--- src/rtl/aud_port_pkg.sv ---
// Package: address map, bit positions and control field layout of the
// audio serial port front end. Assumes an 8-bit byte address space.
package aud_port_pkg;

    localparam logic [7:0] OFF_CTRL = 8'h00;
    localparam logic [7:0] OFF_FMT  = 8'h04;
    localparam logic [7:0] OFF_STAT = 8'h0C;
    localparam logic [7:0] OFF_MASK = 8'h14;
    localparam logic [7:0] OFF_CLR  = 8'h18;
    localparam logic [7:0] OFF_DIV  = 8'h60;
    localparam logic [7:0] OFF_DATA = 8'h80;

    localparam int C_EN    = 0;
    localparam int C_BCLK  = 2;
    localparam int C_SRST  = 3;
    localparam int C_SPEN  = 4;
    localparam int C_SPSEL = 5;
    localparam int C_TXTH  = 8;
    localparam int C_RXTH  = 12;
    localparam int TH_W    = 4;

    localparam int S_OFF = 7;
    localparam int S_ROR = 6;
    localparam int S_TUR = 5;
    localparam int S_RFS = 4;
    localparam int S_TFS = 3;
    localparam int S_BSY = 2;
    localparam int S_RNE = 1;
    localparam int S_TNF = 0;

    localparam int MASK_LSB = S_TFS;
    localparam int MASK_W   = 4;

    localparam logic [5:0] FMT_KEEP = 6'b111001;

    typedef struct packed {
        logic [TH_W-1:0] rx_th;
        logic [TH_W-1:0] tx_th;
        logic            sp_sel;
        logic            sp_en;
        logic            bclk_master;
        logic            link_en;
    } ctrl_t;

endpackage

--- src/rtl/aud_fifo.sv ---
// Module: aud_fifo
// Synchronous FIFO with occupancy count and a synchronous flush.
// A pop of an empty FIFO is ignored. A push into a full FIFO is taken only
// when a pop happens in the same cycle. head reads 0 when the FIFO is empty.
// Assumes DEPTH >= 2.
module aud_fifo #(
    parameter int DATA_W = 32,
    parameter int DEPTH  = 16
) (
    input  logic                            clk,
    input  logic                            rst_n,
    input  logic                            flush,
    input  logic                            push,
    input  logic [DATA_W-1:0]               wdata,
    input  logic                            pop,
    output logic [DATA_W-1:0]               head,
    output logic [$clog2(DEPTH+1)-1:0]      count,
    output logic                            full,
    output logic                            empty
);
    localparam int PTR_W = $clog2(DEPTH);
    localparam int CNT_W = $clog2(DEPTH + 1);
    localparam logic [PTR_W-1:0] LAST = PTR_W'(DEPTH - 1);

    logic [DATA_W-1:0] mem [DEPTH];
    logic [PTR_W-1:0]  wr_ptr, rd_ptr;
    logic              do_push, do_pop;

    assign empty   = (count == '0);
    assign full    = (count == CNT_W'(DEPTH));
    assign do_pop  = pop & ~empty;
    assign do_push = push & (~full | do_pop);
    assign head    = empty ? '0 : mem[rd_ptr];

    // Storage write on an accepted push.
    always_ff @(posedge clk) begin
        if (do_push) begin
            mem[wr_ptr] <= wdata;
        end
    end

    // Pointer and occupancy bookkeeping, cleared by reset or flush.
    always_ff @(posedge clk) begin
        if (!rst_n || flush) begin
            wr_ptr <= '0;
            rd_ptr <= '0;
            count  <= '0;
        end else begin
            if (do_push) begin
                wr_ptr <= (wr_ptr == LAST) ? '0 : wr_ptr + 1'b1;
            end
            if (do_pop) begin
                rd_ptr <= (rd_ptr == LAST) ? '0 : rd_ptr + 1'b1;
            end
            case ({do_push, do_pop})
                2'b10:   count <= count + 1'b1;
                2'b01:   count <= count - 1'b1;
                default: count <= count;
            endcase
        end
    end

endmodule

--- src/rtl/aud_status.sv ---
// Module: aud_status
// Keeps the sticky overrun and underrun flags, compares the FIFO fill
// levels against the programmed levels, and builds the masked interrupt.
// A new error event wins over a same-cycle clear. Flush wins over both.
module aud_status #(
    parameter int CNT_W = 5,
    parameter int TH_W  = 4
) (
    input  logic             clk,
    input  logic             rst_n,
    input  logic             flush,
    input  logic             link_en,
    input  logic [CNT_W-1:0] tx_cnt,
    input  logic [CNT_W-1:0] rx_cnt,
    input  logic [TH_W-1:0]  tx_th,
    input  logic [TH_W-1:0]  rx_th,
    input  logic             ovr_evt,
    input  logic             und_evt,
    input  logic             clr_ovr,
    input  logic             clr_und,
    input  logic [3:0]       irq_mask,
    output logic             ovr_flag,
    output logic             und_flag,
    output logic             tx_req,
    output logic             rx_req,
    output logic             irq
);
    localparam int CMP_W = (CNT_W > TH_W) ? CNT_W : TH_W;

    logic [CMP_W-1:0] tx_cnt_x, rx_cnt_x, tx_th_x, rx_th_x;

    assign tx_cnt_x = CMP_W'(tx_cnt);
    assign rx_cnt_x = CMP_W'(rx_cnt);
    assign tx_th_x  = CMP_W'(tx_th);
    assign rx_th_x  = CMP_W'(rx_th);

    assign tx_req = link_en & (tx_cnt_x <= tx_th_x);
    assign rx_req = link_en & (rx_cnt_x >= rx_th_x);

    // Sticky error flags: set by events, cleared by write-one-to-clear.
    always_ff @(posedge clk) begin
        if (!rst_n || flush) begin
            ovr_flag <= 1'b0;
            und_flag <= 1'b0;
        end else begin
            ovr_flag <= ovr_evt | (ovr_flag & ~clr_ovr);
            und_flag <= und_evt | (und_flag & ~clr_und);
        end
    end

    // Interrupt: any enabled condition, mask order {ovr, und, rx, tx}.
    always_comb begin
        irq = |({ovr_flag, und_flag, rx_req, tx_req} & irq_mask);
    end

endmodule

--- src/rtl/aud_serial_port.sv ---
// Module: aud_serial_port
// Register and FIFO front end of a stereo audio serial port. Decodes a
// simple register bus, holds control, format, mask and divider registers,
// owns the transmit and receive FIFOs and reports status and interrupt.
// Assumes bus_rd and bus_wr are single-cycle strobes, and that read data
// is taken combinationally in the strobe cycle.
module aud_serial_port
    import aud_port_pkg::*;
#(
    parameter int ADDR_W     = 8,
    parameter int DATA_W     = 32,
    parameter int FIFO_DEPTH = 16,
    parameter int DIV_W      = 8
) (
    input  logic              clk,
    input  logic              rst_n,
    input  logic [ADDR_W-1:0] bus_addr,
    input  logic              bus_wr,
    input  logic              bus_rd,
    input  logic [DATA_W-1:0] bus_wdata,
    output logic [DATA_W-1:0] bus_rdata,
    input  logic              ser_tx_pop,
    output logic [DATA_W-1:0] ser_tx_data,
    input  logic              ser_rx_push,
    input  logic [DATA_W-1:0] ser_rx_data,
    output logic              link_en,
    output logic              bclk_master,
    output logic              spec_en,
    output logic              spec_sel,
    output logic [5:0]        fmt_ctl,
    output logic [DIV_W-1:0]  clk_div,
    output logic              irq
);
    localparam int CNT_W = $clog2(FIFO_DEPTH + 1);

    ctrl_t              ctrl_q;
    logic [5:0]         fmt_q;
    logic [MASK_W-1:0]  mask_q;
    logic [DIV_W-1:0]   div_q;

    logic hit_ctrl, hit_fmt, hit_stat, hit_mask, hit_clr, hit_div, hit_data;
    logic soft_rst;

    logic [CNT_W-1:0]  tx_cnt, rx_cnt;
    logic              tx_full, tx_empty, rx_full, rx_empty;
    logic [DATA_W-1:0] rx_head;
    logic              rx_pop_req;
    logic              ovr_evt, und_evt;
    logic              ovr_flag, und_flag, tx_req, rx_req;
    logic [7:0]        stat_vec;

    // Address decode of the register map.
    always_comb begin
        hit_ctrl = (bus_addr == ADDR_W'(OFF_CTRL));
        hit_fmt  = (bus_addr == ADDR_W'(OFF_FMT));
        hit_stat = (bus_addr == ADDR_W'(OFF_STAT));
        hit_mask = (bus_addr == ADDR_W'(OFF_MASK));
        hit_clr  = (bus_addr == ADDR_W'(OFF_CLR));
        hit_div  = (bus_addr == ADDR_W'(OFF_DIV));
        hit_data = (bus_addr == ADDR_W'(OFF_DATA));
    end

    assign soft_rst = bus_wr & hit_ctrl & bus_wdata[C_SRST];

    // Control register; the reset bit itself is never stored.
    always_ff @(posedge clk) begin
        if (!rst_n || soft_rst) begin
            ctrl_q <= '0;
        end else if (bus_wr && hit_ctrl) begin
            ctrl_q.rx_th       <= bus_wdata[C_RXTH +: TH_W];
            ctrl_q.tx_th       <= bus_wdata[C_TXTH +: TH_W];
            ctrl_q.sp_sel      <= bus_wdata[C_SPSEL];
            ctrl_q.sp_en       <= bus_wdata[C_SPEN];
            ctrl_q.bclk_master <= bus_wdata[C_BCLK];
            ctrl_q.link_en     <= bus_wdata[C_EN];
        end
    end

    // Format, interrupt mask and divider registers.
    always_ff @(posedge clk) begin
        if (!rst_n || soft_rst) begin
            fmt_q  <= '0;
            mask_q <= '0;
            div_q  <= '0;
        end else if (bus_wr) begin
            if (hit_fmt) begin
                fmt_q <= bus_wdata[5:0] & FMT_KEEP;
            end
            if (hit_mask) begin
                mask_q <= bus_wdata[MASK_LSB +: MASK_W];
            end
            if (hit_div) begin
                div_q <= bus_wdata[DIV_W-1:0];
            end
        end
    end

    assign rx_pop_req = bus_rd & hit_data;
    assign und_evt    = ser_tx_pop & tx_empty;
    assign ovr_evt    = ser_rx_push & rx_full & ~rx_pop_req;

    aud_fifo #(
        .DATA_W (DATA_W),
        .DEPTH  (FIFO_DEPTH)
    ) i_tx_fifo (
        .clk   (clk),
        .rst_n (rst_n),
        .flush (soft_rst),
        .push  (bus_wr & hit_data),
        .wdata (bus_wdata),
        .pop   (ser_tx_pop),
        .head  (ser_tx_data),
        .count (tx_cnt),
        .full  (tx_full),
        .empty (tx_empty)
    );

    aud_fifo #(
        .DATA_W (DATA_W),
        .DEPTH  (FIFO_DEPTH)
    ) i_rx_fifo (
        .clk   (clk),
        .rst_n (rst_n),
        .flush (soft_rst),
        .push  (ser_rx_push),
        .wdata (ser_rx_data),
        .pop   (rx_pop_req),
        .head  (rx_head),
        .count (rx_cnt),
        .full  (rx_full),
        .empty (rx_empty)
    );

    aud_status #(
        .CNT_W (CNT_W),
        .TH_W  (TH_W)
    ) i_status (
        .clk      (clk),
        .rst_n    (rst_n),
        .flush    (soft_rst),
        .link_en  (ctrl_q.link_en),
        .tx_cnt   (tx_cnt),
        .rx_cnt   (rx_cnt),
        .tx_th    (ctrl_q.tx_th),
        .rx_th    (ctrl_q.rx_th),
        .ovr_evt  (ovr_evt),
        .und_evt  (und_evt),
        .clr_ovr  (bus_wr & hit_clr & bus_wdata[S_ROR]),
        .clr_und  (bus_wr & hit_clr & bus_wdata[S_TUR]),
        .irq_mask (mask_q),
        .ovr_flag (ovr_flag),
        .und_flag (und_flag),
        .tx_req   (tx_req),
        .rx_req   (rx_req),
        .irq      (irq)
    );

    // Assemble the status byte.
    always_comb begin
        stat_vec        = '0;
        stat_vec[S_OFF] = ~ctrl_q.link_en;
        stat_vec[S_ROR] = ovr_flag;
        stat_vec[S_TUR] = und_flag;
        stat_vec[S_RFS] = rx_req;
        stat_vec[S_TFS] = tx_req;
        stat_vec[S_BSY] = ctrl_q.link_en & ~tx_empty;
        stat_vec[S_RNE] = ~rx_empty;
        stat_vec[S_TNF] = ~tx_full;
    end

    // Read data multiplexer; unmapped and clear addresses read zero.
    always_comb begin
        bus_rdata = '0;
        if (hit_ctrl) begin
            bus_rdata[C_RXTH +: TH_W] = ctrl_q.rx_th;
            bus_rdata[C_TXTH +: TH_W] = ctrl_q.tx_th;
            bus_rdata[C_SPSEL]        = ctrl_q.sp_sel;
            bus_rdata[C_SPEN]         = ctrl_q.sp_en;
            bus_rdata[C_BCLK]         = ctrl_q.bclk_master;
            bus_rdata[C_EN]           = ctrl_q.link_en;
        end else if (hit_fmt) begin
            bus_rdata[5:0] = fmt_q;
        end else if (hit_stat) begin
            bus_rdata[7:0] = stat_vec;
        end else if (hit_mask) begin
            bus_rdata[MASK_LSB +: MASK_W] = mask_q;
        end else if (hit_div) begin
            bus_rdata[DIV_W-1:0] = div_q;
        end else if (hit_data) begin
            bus_rdata = rx_head;
        end
    end

    assign link_en     = ctrl_q.link_en;
    assign bclk_master = ctrl_q.bclk_master;
    assign spec_en     = ctrl_q.sp_en;
    assign spec_sel    = ctrl_q.sp_sel;
    assign fmt_ctl     = fmt_q;
    assign clk_div     = div_q;

endmodule

--- config.mk ---
export PLATFORM = sky130hd
export DESIGN_NAME = aud_serial_port
export DESIGN_NICKNAME = d
export VERILOG_FILES = /design/src/rtl/aud_port_pkg.sv /design/src/rtl/aud_fifo.sv /design/src/rtl/aud_status.sv /design/src/rtl/aud_serial_port.sv
export SDC_FILE = /design/constraint.sdc
export NUM_CORES = 1
export LEC_CHECK = 0
export ABC_CLOCK_PERIOD_IN_PS = 7800
export CELL_PAD_IN_SITES_DETAIL_PLACEMENT = 1
export CELL_PAD_IN_SITES_GLOBAL_PLACEMENT = 2
export CORE_UTILIZATION = 43
export DETAILED_ROUTE_END_ITERATION = 8
export GPL_TIMING_DRIVEN = 0
export MAX_ROUTING_LAYER = met4
export PLACE_DENSITY_LB_ADDON = 0.1
export SLEW_MARGIN = 5
export SYNTH_ARGS = -nofsm -noshare
export SYNTH_HDL_FRONTEND = slang
export SYNTH_HIERARCHICAL = 1
export SYNTH_SLANG_ARGS = --single-unit
export TNS_END_PERCENT = 100
--- constraint.sdc ---
create_clock -name clk -period 7.8 [get_ports clk]
set_input_delay 2.34 -clock clk [delete_from_list [all_inputs] [get_ports clk]]
set_output_delay 2.34 -clock clk [all_outputs]
set_load 0.005 [all_outputs]
==> impl_metrics.csv, run 1 <==
group,metric,value,unit
outcome,status,"finished clean",
sta,slew_headroom,16.27,%
route,avgRoutedWirePerCell,29.00,um
cts,cts.sinks,1088,
route,drtIter0Drc,1476,
pwr,comb_power_share,4.0,%
place,portBuffers,158,
pwr,p_sw_share,20.71,%
cts,post_cts_buffers,0,
floorplanning,rows,115,
global_route,grtUsageTotal,22.72,%
setup_path,crit_path_max_incr_delay,630,ps
sta,clock_skew,20.01,ps
global_route,grt_util_met3,3.010,%
logic_synthesis,ys.flop_type,"edfxtp_1",
logic_synthesis,synth_compound_area_share,3.486,%
cts,clock_path_buffers,3,
logic_synthesis,synth-xor-area-share,0.1218,%
logic_synthesis,synth_edf_count,1024,
sta,finalHoldViolCount,0,
route,routed_wl,111.3,mm
logic_synthesis,synth_seq_cells,1088,
logic_synthesis,synth_top_area_share,71.27,%
setup_path,critPathKind,"in -> out",
cts,clkTransAtPathRegs,60,ps
global_route,grt_pass1_vias,23320,
pwr,total_power,12.12,mW
place,gp_congestion,0.7964,
global_route,antenna_found_initial,4,
floorplanning,die_x,318.8,um
layout,syn2layout_area_growth,18.41,%
route,drt-pass1-iter-count,5,
setup_path,start_kind,"primary input",
place,dp_cells,3627,
floorplanning,die_y,318.8,um
layout,final_area,51090,sq um
floorplanning,start_util,43.65,%
logic_synthesis,synth_area,43140,sq um
logic_synthesis,ys_types,64,
sta,min_period_over_period,98.40,%
place,dpl_cell_area,47510,sq um
global_route,grt_overflow,0,
setup_path,worstPathArrival,5340,ps
logic_synthesis,synthArstFlopShare,0,%
global_route,grt_first_pass_wirelength,160.9,mm
layout,nets,2559,
pwr,pwr-share-seq,53.1,%
sta,hold_ws,519.9,ps
logic_synthesis,ys_top_cells_by_area,"edfxtp_1, mux4_2, dfxtp_1, mux2_2, a221o_1",
global_route,grt_max_degree,22,
sta,worst_pin_slew,1256,ps
place,hpwl,73.69,mm
cts,insertion_delay,700,ps
cts,postCtsHoldBufs,0,
sta,rsz0062_at_grt,"false",
cts,cts-buffers-inserted,113,
floorplanning,io_pins,161,
setup_path,worst_path_most_repeated_cell,"clkdlybuf4s50_1",
logic_synthesis,synth_seq_area_share,74.24,%
logic_synthesis,synthSimpleGateAreaFrac,4.098,%
sta,max_freq,130.3,MHz
global_route,grt_most_used_layer,"met2",
pwr,power.share.clock,43.0,%
cts,cts_tree,"yes",
cts,cts_max_level,3,
route,drcViolationCount,0,
worst_hold_path,hp-class,"reg -> reg",
floorplanning,die-area,101600,sq um
layout,fin_cells,3837,
cts,cts_resized,0,
layout,drive_gt1_share,27.28,%
route,postRouteAntennaNets,0,
setup_path,critPathCaptureType,"output port",
route,num_vias,22040,
setup_path,crit_fanout,10,
logic_synthesis,synth_adder_area_share,0.7888,%
global_route,grt_use_met1,28.26,%
global_route,globalRouteMet2Util,38.87,%
pwr,p_sw,2.509,mW
logic_synthesis,yosysWarnings,6,
pwr,ir_drop,0.2444,mV
setup_path,cp_cell_sequence,"clkdlybuf4s50_1 -> or4_4 -> nor4_4 -> buf_6 -> nand2_1 -> a21oi_1 -> clkdlybuf4s50_1",
floorplanning,core,98850,sq um
pwr,leakagePower,16.04,nW
layout,nFillCells,8769,
route,vias_per_cell,5.743,
run,cap_violations,0,
sta,layout_min_cycle_time,7675,ps
logic_synthesis,synth_top_family_by_area,"multiplexers",
cts,clock-root-buffer,"clkbuf_16",
setup_path,cp_slowest_cell,"nor4_4",
logic_synthesis,synth_area_leader_cell,"edfxtp_1",
logic_synthesis,synthCells,2091,
pwr,powerDensity,237.2,nW/um^2
pwr,p_int,9.608,mW
logic_synthesis,avgSynthCellArea,20.63,sq um
logic_synthesis,muxShareOfSynthArea,15.60,%
sta,drv_slew,0,
sta,setup_violations,0,
setup_path,required,5460,ps
[cells by family (layout without fill, tap and decap cells)]
logic type	Yosys count	count (layout)
buf+inv	129	585
compound gates	189	189
simple gates	308	308
xor+xnor	6	6
flops	1088	1088
mux	344	344
other cells	1	4
fa+ha+maj	26	26
[synthesized netlist by cell type, types with 18 or more instances]
library cell and number:
nor2b_1 63, nand2_1 48, mux2_2 68, and2_1 37, nand3_1 18, a21oi_1 44
ha_1 24, mux4_2 256, a221o_1 65, buf_6 18, clkbuf_1 28, edfxtp_1 1024
mux2i_1 20, nor2_1 57, dfxtp_1 64, buf_2 38, inv_1 22
[cells in the final DEF, fill, tap and decap left out, types with 22 or more instances in the layout]
master / synthesis / final
edfxtp_1: 1024 / 1024
mux4_2: 256 / 256
clkdlybuf4s50_1: 0 / 158
clkbuf_16: 0 / 116
mux2_2: 68 / 68
a221o_1: 65 / 65
buf_4: 12 / 65
dfxtp_1: 64 / 64
nor2b_1: 63 / 63
clkbuf_1: 28 / 49
nand2_1: 48 / 48
nor2_1: 57 / 45
a21oi_1: 44 / 44
buf_2: 38 / 40
and2_1: 37 / 37
clkinv_1: 0 / 35
buf_6: 18 / 33
ha_1: 24 / 24
inv_1: 22 / 22
[stage by stage]
stage	TNS, ps	util (%)	worst slack, ps
after floorplan	0	-	64.96
after global placement	-2123650	46.88	-6067
after detailed placement	-6.356	48.06	-6.356
after CTS	0	51.68	61.07
after global routing	0	51.68	67.24
final	0	51.68	124.7
[final timing paths]
kind	from	to	slack, ps	cells past startpoint
worst min register to register	i_rx_fifo/rd_ptr[0]	i_rx_fifo/rd_ptr[0]	520	2
worst max-delay path	bus_addr[3]	bus_rdata[0]	120	7
worst max register to register	i_rx_fifo/count[0]	i_rx_fifo/count[4]	4740	9
worst min-delay path	i_rx_fifo/rd_ptr[0]	i_rx_fifo/rd_ptr[0]	520	2
[worst max-delay path, delay by kind of cell]
family / cells / cell delay [ps]
buffers and inverters: 3 / 1300
AOI/OAI and AO/OA: 1 / 230
and+or+nand+nor: 3 / 1460
[power groups by stage]
stage / Sequential [mW] / Combinational [mW] / Clock [mW]
floorplan: 6.55 / 0.214 / 0
global placement: 6.56 / 0.454 / 0
detailed placement: 6.56 / 0.483 / 0
CTS: 6.43 / 0.485 / 5.33
global route: 6.43 / 0.509 / 5.51
finish: 6.43 / 0.479 / 5.21
[final cells by class]
type / instances / area, sq um / share of cell area [%]
Sequential cell: 1088 / 32030 / 62.70
Multi-Input combinational cell: 875 / 10570 / 20.70
Clock buffer: 142 / 3034 / 5.939
Timing Repair Buffer: 248 / 2581 / 5.053
Tap cell: 1287 / 1610 / 3.152
Buffer: 107 / 631.9 / 1.237
Clock inverter: 66 / 536.8 / 1.051
Inverter: 22 / 82.58 / 0.1616
Antenna cell: 2 / 5.005 / 0.009797
[sequential cells by signal, summed over array words and instances (netlist names), 4 cells and up, named ones only]
register and cells:
i_rx_fifo/rd_ptr 4, i_tx_fifo/wr_ptr 4, fmt_ctl 4, ctrl_q 8, i_rx_fifo/count 5, mask_q 4
i_rx_fifo/wr_ptr 4, clk_div 8, i_rx_fifo/mem 512, i_tx_fifo/rd_ptr 4, i_tx_fifo/mem 512, i_tx_fifo/count 5
[per-layer routing]
metal	share of wire, %	routed length [um]
met4	2.7	3043
met3	4.4	4878
met2	52	58080
met5	0	0
met1	41	45280
Note: power is estimated with default switching activity, not from simulation.
==> inputs of run 2 (changes only) <==
--- a/config.mk
+++ b/config.mk
@@ -11,9 +11,10 @@
 export CORE_UTILIZATION = 43
 export DETAILED_ROUTE_END_ITERATION = 8
 export GPL_TIMING_DRIVEN = 0
+export HOLD_SLACK_MARGIN = 0.08
 export MAX_ROUTING_LAYER = met4
 export PLACE_DENSITY_LB_ADDON = 0.1
-export SLEW_MARGIN = 5
+export SLEW_MARGIN = 20
 export SYNTH_ARGS = -nofsm -noshare
 export SYNTH_HDL_FRONTEND = slang
 export SYNTH_HIERARCHICAL = 1
==> run 2 against run 1 <==
Effect of this change: count of clock-buffer cells in the layout shrank 1; global-route usage grew 0.10 points; critical path depth is the same; clock power shrank 2%; maximum frequency grew 0.14%; worst hold slack gained 3.5 ps; setup slack gained 11 ps; largest power group unchanged.
==> impl_metrics.csv, run 2 (same netlist as run 1, synthesis figures left out) <==
group,metric,value,unit
outcome,status,"finished clean",
route,postRouteAntennaNets,0,
layout,fin_cells,3847,
setup_path,cp_slowest_cell,"nor4_4",
layout,syn2layout_area_growth,18.26,%
sta,clock_skew,33.80,ps
sta,min_period_over_period,98.26,%
floorplanning,die_x,318.8,um
floorplanning,io_pins,161,
place,portBuffers,158,
setup_path,crit_path_max_incr_delay,640,ps
route,num_vias,21920,
sta,layout_min_cycle_time,7665,ps
place,dp_cells,3637,
setup_path,cp_cell_sequence,"clkdlybuf4s50_1 -> or4_4 -> nor4_4 -> buf_6 -> nand2_1 -> a21oi_1 -> clkdlybuf4s50_1",
global_route,antenna_found_initial,5,
sta,worst_pin_slew,1034,ps
cts,cts_resized,0,
worst_hold_path,hp-class,"reg -> reg",
pwr,powerDensity,235.7,nW/um^2
layout,drive_gt1_share,27.85,%
pwr,power.share.clock,42.6,%
sta,finalSetupTns,0,ps
sta,max_freq,130.5,MHz
route,drtIter0Drc,1653,
layout,nFillCells,8789,
cts,cts-buffers-inserted,113,
cts,post_cts_buffers,0,
floorplanning,start_util,43.65,%
layout,final_cell_mix,"edfxtp_1, mux4_2, clkdlybuf4s50_1, clkbuf_16, buf_2",
setup_path,critPathKind,"in -> out",
layout,top_regs,"i_rx_fifo/mem (512), i_tx_fifo/mem (512)",
route,drt-pass1-iter-count,5,
global_route,grt_first_pass_wirelength,162.4,mm
pwr,pwr-share-seq,53.5,%
setup_path,start_kind,"primary input",
cts,clock-root-buffer,"clkbuf_16",
cts,postCtsHoldBufs,0,
route,vias_per_cell,5.697,
sta,finalHoldViolCount,0,
global_route,grtUsageTotal,22.82,%
cts,clkTransAtPathRegs,60,ps
cts,clock_path_buffers,3,
setup_path,crit_fanout,10,
sta,slew_headroom,31.05,%
route,drcViolationCount,0,
setup_path,critPathCaptureType,"output port",
pwr,p_sw,2.508,mW
route,routed_wl,111.1,mm
pwr,p_sw_share,20.85,%
route,avgRoutedWirePerCell,28.88,um
setup_path,worst_path_most_repeated_cell,"clkdlybuf4s50_1",
place,gp_congestion,0.7964,
layout,final_common_cell,"edfxtp_1",
global_route,grt_overflow,0,
sta,rsz0062_at_grt,"false",
floorplanning,rows,115,
floorplanning,die-area,101600,sq um
cts,cts_max_level,3,
run,cap_violations,0,
pwr,p_int,9.519,mW
global_route,grt_pass1_vias,23570,
cts,cts.sinks,1088,
pwr,leakagePower,16.07,nW
sta,drv_slew,0,
pwr,ir_drop,0.2141,mV
sta,setup_violations,0,
place,pre_cts_slack,-4.418,ps
sta,fin_ws,135.5,ps
pwr,comb_power_share,3.9,%
floorplanning,die_y,318.8,um
setup_path,worstPathArrival,5320,ps
setup_path,required,5460,ps
layout,nets,2569,
place,hpwl,73.77,mm
pwr,total_power,12.03,mW
cts,insertion_delay,700,ps
cts,cts_tree,"yes",
global_route,grt_max_degree,33,
floorplanning,core,98850,sq um
[run 2: final timing paths]
path	start	end	slack, ps	cells past startpoint
worst min register to register	i_rx_fifo/rd_ptr[3]	flip-flop	520	2
worst min-delay path	i_rx_fifo/rd_ptr[3]	flip-flop	520	2
worst max-delay path	bus_addr[3]	bus_rdata[0]	140	7
worst max register to register	i_tx_fifo/count[0]	i_tx_fifo/mem[2][26]	4610	9
[run 2: layer usage]
| metal | part of all wire [%] | track usage, % | wire length [um] |
|---|---|---|---|
| met2 | 53 | 39.49 | 58580 |
| met5 | 0 | - | 0 |
| met3 | 4.0 | 3.035 | 4482 |
| met1 | 41 | 28.55 | 45830 |
| met4 | 2.0 | 5.335 | 2201 |
[run 2: through the flow]
stage	cell area [sq um]	hold slack [ps]	utilization, %
2_1_floorplan	43150	449.0	-
3_3_place_gp	46340	486.7	46.88
3_5_place_dp	47490	511.3	48.04
4_1_cts	51020	526.4	51.61
5_1_grt	51020	538.2	51.62
6_report	51020	523.3	51.62
[run 2: power by group through the flow]
stage	Sequential [mW]	Clock, mW	Combinational, mW
2_1_floorplan	6.55	0	0.214
3_3_place_gp	6.56	0	0.454
3_5_place_dp	6.56	0	0.479
4_1_cts	6.43	5.25	0.481
5_1_grt	6.43	5.44	0.505
6_report	6.43	5.12	0.472
[run 2: critical path: cells and delay by family]
family | cells | cell delay (ps)
compound gates | 1 | 220
buf+inv | 3 | 1290
simple gates | 3 | 1450
[run 2: final cells by class]
type                            count  area (sq um)  share of cell area [%]
Antenna cell                        3         7.507                 0.01471
Buffer                            107         633.1                   1.241
Timing Repair Buffer              258          2537                   4.973
Clock buffer                      141          3038                   5.954
Sequential cell                  1088         32030                   62.78
Inverter                           22         82.58                  0.1618
Tap cell                         1287          1610                   3.156
Clock inverter                     66         488.0                  0.9564
Multi-Input combinational cell    875         10600                   20.77
==> inputs of run 3 (changes only) <==
--- a/config.mk
+++ b/config.mk
@@ -6,14 +6,11 @@
 export NUM_CORES = 1
 export LEC_CHECK = 0
 export ABC_CLOCK_PERIOD_IN_PS = 7800
-export CELL_PAD_IN_SITES_DETAIL_PLACEMENT = 1
-export CELL_PAD_IN_SITES_GLOBAL_PLACEMENT = 2
-export CORE_UTILIZATION = 43
+export CORE_UTILIZATION = 45
 export DETAILED_ROUTE_END_ITERATION = 8
 export GPL_TIMING_DRIVEN = 0
 export HOLD_SLACK_MARGIN = 0.08
 export MAX_ROUTING_LAYER = met4
-export PLACE_DENSITY_LB_ADDON = 0.1
 export SLEW_MARGIN = 20
 export SYNTH_ARGS = -nofsm -noshare
 export SYNTH_HDL_FRONTEND = slang
==> run 3 against run 2 <==
Effect of this change: cell count shrank 0.57%; count of clock-buffer cells in the layout shrank 9; final area grew 0.17%; register-to-register slack gained 20 ps; global-route usage shrank 0.11 points; sequential cell count is the same; sequential share of layout area shrank 0.11 points; clock skew shrank 17 ps; combinational power shrank 0.8%; worst hold slack lost 23 ps; non-clock buffer count shrank 3; setup slack gained 2.1 ps; critical path type unchanged; critical endpoint is now bus_rdata[28]; highest routed layer unchanged.
==> impl_metrics.csv, run 3 (same netlist as run 1, synthesis figures left out) <==
group,metric,value,unit
outcome,status,"finished clean",
sta,finalSetupTns,0,ps
route,vias_per_cell,5.805,
floorplanning,start_util,45.41,%
global_route,antenna_found_initial,7,
layout,nFillCells,7337,
route,num_vias,22210,
global_route,grtUsageTotal,22.71,%
cts,cts.sinks,1088,
sta,drv_slew,0,
pwr,leakagePower,16.10,nW
layout,final_cell_mix,"edfxtp_1, mux4_2, clkdlybuf4s50_1, clkbuf_16, buf_2",
floorplanning,core,95010,sq um
sta,layout_min_cycle_time,7662,ps
cts,postCtsHoldBufs,0,
floorplanning,die-area,97120,sq um
floorplanning,die_x,311.6,um
floorplanning,rows,113,
layout,final_common_cell,"edfxtp_1",
sta,fin_ws,137.6,ps
floorplanning,die_y,311.6,um
route,postRouteAntennaNets,0,
sta,finalHoldViolCount,0,
cts,clkTransAtPathRegs,60,ps
layout,multi_input_area,10590,sq um
layout,drive_gt1_share,28.00,%
cts,clock_path_buffers,3,
cts,cts_tree,"yes",
setup_path,start_kind,"primary input",
sta,clock_skew,16.55,ps
place,portBuffers,158,
sta,min_period_over_period,98.24,%
setup_path,required,5460,ps
layout,top_regs,"i_rx_fifo/mem (512), i_tx_fifo/mem (512)",
global_route,grt_overflow,0,
global_route,grt_max_degree,33,
pwr,total_power,12.15,mW
setup_path,critPathCaptureType,"output port",
place,dpl_cell_area,47480,sq um
sta,slew_headroom,33.81,%
route,drt-pass1-iter-count,7,
route,drtIter0Drc,2236,
sta,setup_violations,0,
cts,cts_resized,0,
place,pre_cts_slack,147.9,ps
layout,final_area,51110,sq um
setup_path,cp_num_buf_inv,3,
sta,rsz0062_at_grt,"false",
place,dp_cells,3612,
setup_path,cpLargestDelayFamily,"simple AND/OR/NAND/NOR gates",
setup_path,worstPathArrival,5320,ps
cts,insertion_delay,690,ps
route,routed_wl,106.1,mm
cts,post_cts_buffers,0,
pwr,ir_drop,0.1828,mV
floorplanning,io_pins,161,
global_route,grt_pass1_vias,23120,
route,drcViolationCount,0,
worst_hold_path,hp-class,"reg -> reg",
layout,nets,2566,
cts,cts_max_level,3,
route,avgRoutedWirePerCell,27.73,um
setup_path,critPathKind,"in -> out",
layout,regArea,32030,sq um
place,hpwl,69.31,mm
pwr,powerDensity,237.8,nW/um^2
setup_path,cp_slowest_cell,"or4_4",
setup_path,crit_path_max_incr_delay,610,ps
setup_path,cp_cell_sequence,"clkdlybuf4s50_1 -> or4_4 -> nor4_4 -> clkbuf_2 -> and2_1 -> clkdlybuf4s50_1",
run,cap_violations,0,
global_route,grt_first_pass_wirelength,155.5,mm
layout,syn2layout_area_growth,18.47,%
layout,fin_cells,3825,
setup_path,worst_path_most_repeated_cell,"clkdlybuf4s50_1",
setup_path,crit_fanout,10,
cts,clock-root-buffer,"clkbuf_16",
sta,worst_pin_slew,989.7,ps
cts,cts-buffers-inserted,113,
sta,max_freq,130.5,MHz
place,gp_congestion,0.8739,
run 3: final cells by class:
| type | instances | area share, % |
|---|---|---|
| Sequential cell | 1088 | 62.67 |
| Multi-Input combinational cell | 875 | 20.72 |
| Clock buffer | 132 | 5.714 |
| Timing Repair Buffer | 255 | 5.013 |
| Tap cell | 1265 | 3.097 |
| Clock inverter | 75 | 1.361 |
| Buffer | 107 | 1.239 |
| Inverter | 22 | 0.1616 |
| Antenna cell | 6 | 0.02938 |
run 3: per-layer routing:
layer  up-vias  part of all wire [%]  track usage (%)
li1       9480                     -                -
met1     11820                    40            28.66
met2       726                    52            38.55
met3       182                   5.1            3.015
met4         0                   2.6            6.584
met5         -                     0                -
run 3: worst paths after layout:
kind | startpoint | endpoint | slack, ps | depth (start not counted)
max | bus_addr[3] | bus_rdata[28] | 140 | 6
min | bclk_master | bclk_master | 500 | 2
max reg2reg | i_tx_fifo/count[0] | i_tx_fifo/mem[1][27] | 4630 | 8
min reg2reg | bclk_master | bclk_master | 500 | 2
run 3: tightest hold or removal path, cell delays in order (launching register included):
cell	delay, ps
dfxtp_1	330
nand2_1	60
a21oi_1	60
run 3: through the flow:
step           util, %  hold WS, ps
2_1_floorplan        -        449.0
3_3_place_gp     48.74        484.9
3_5_place_dp     49.97        487.8
4_1_cts          53.78        496.1
5_1_grt          53.80        534.3
6_report         53.80        500.5
run 3: power breakdown:
part | internal [mW] | switching (mW)
clock network | 3.04 | 2.22
registers | 6.42 | 0.0145
logic | 0.187 | 0.281
total | 9.64 | 2.51
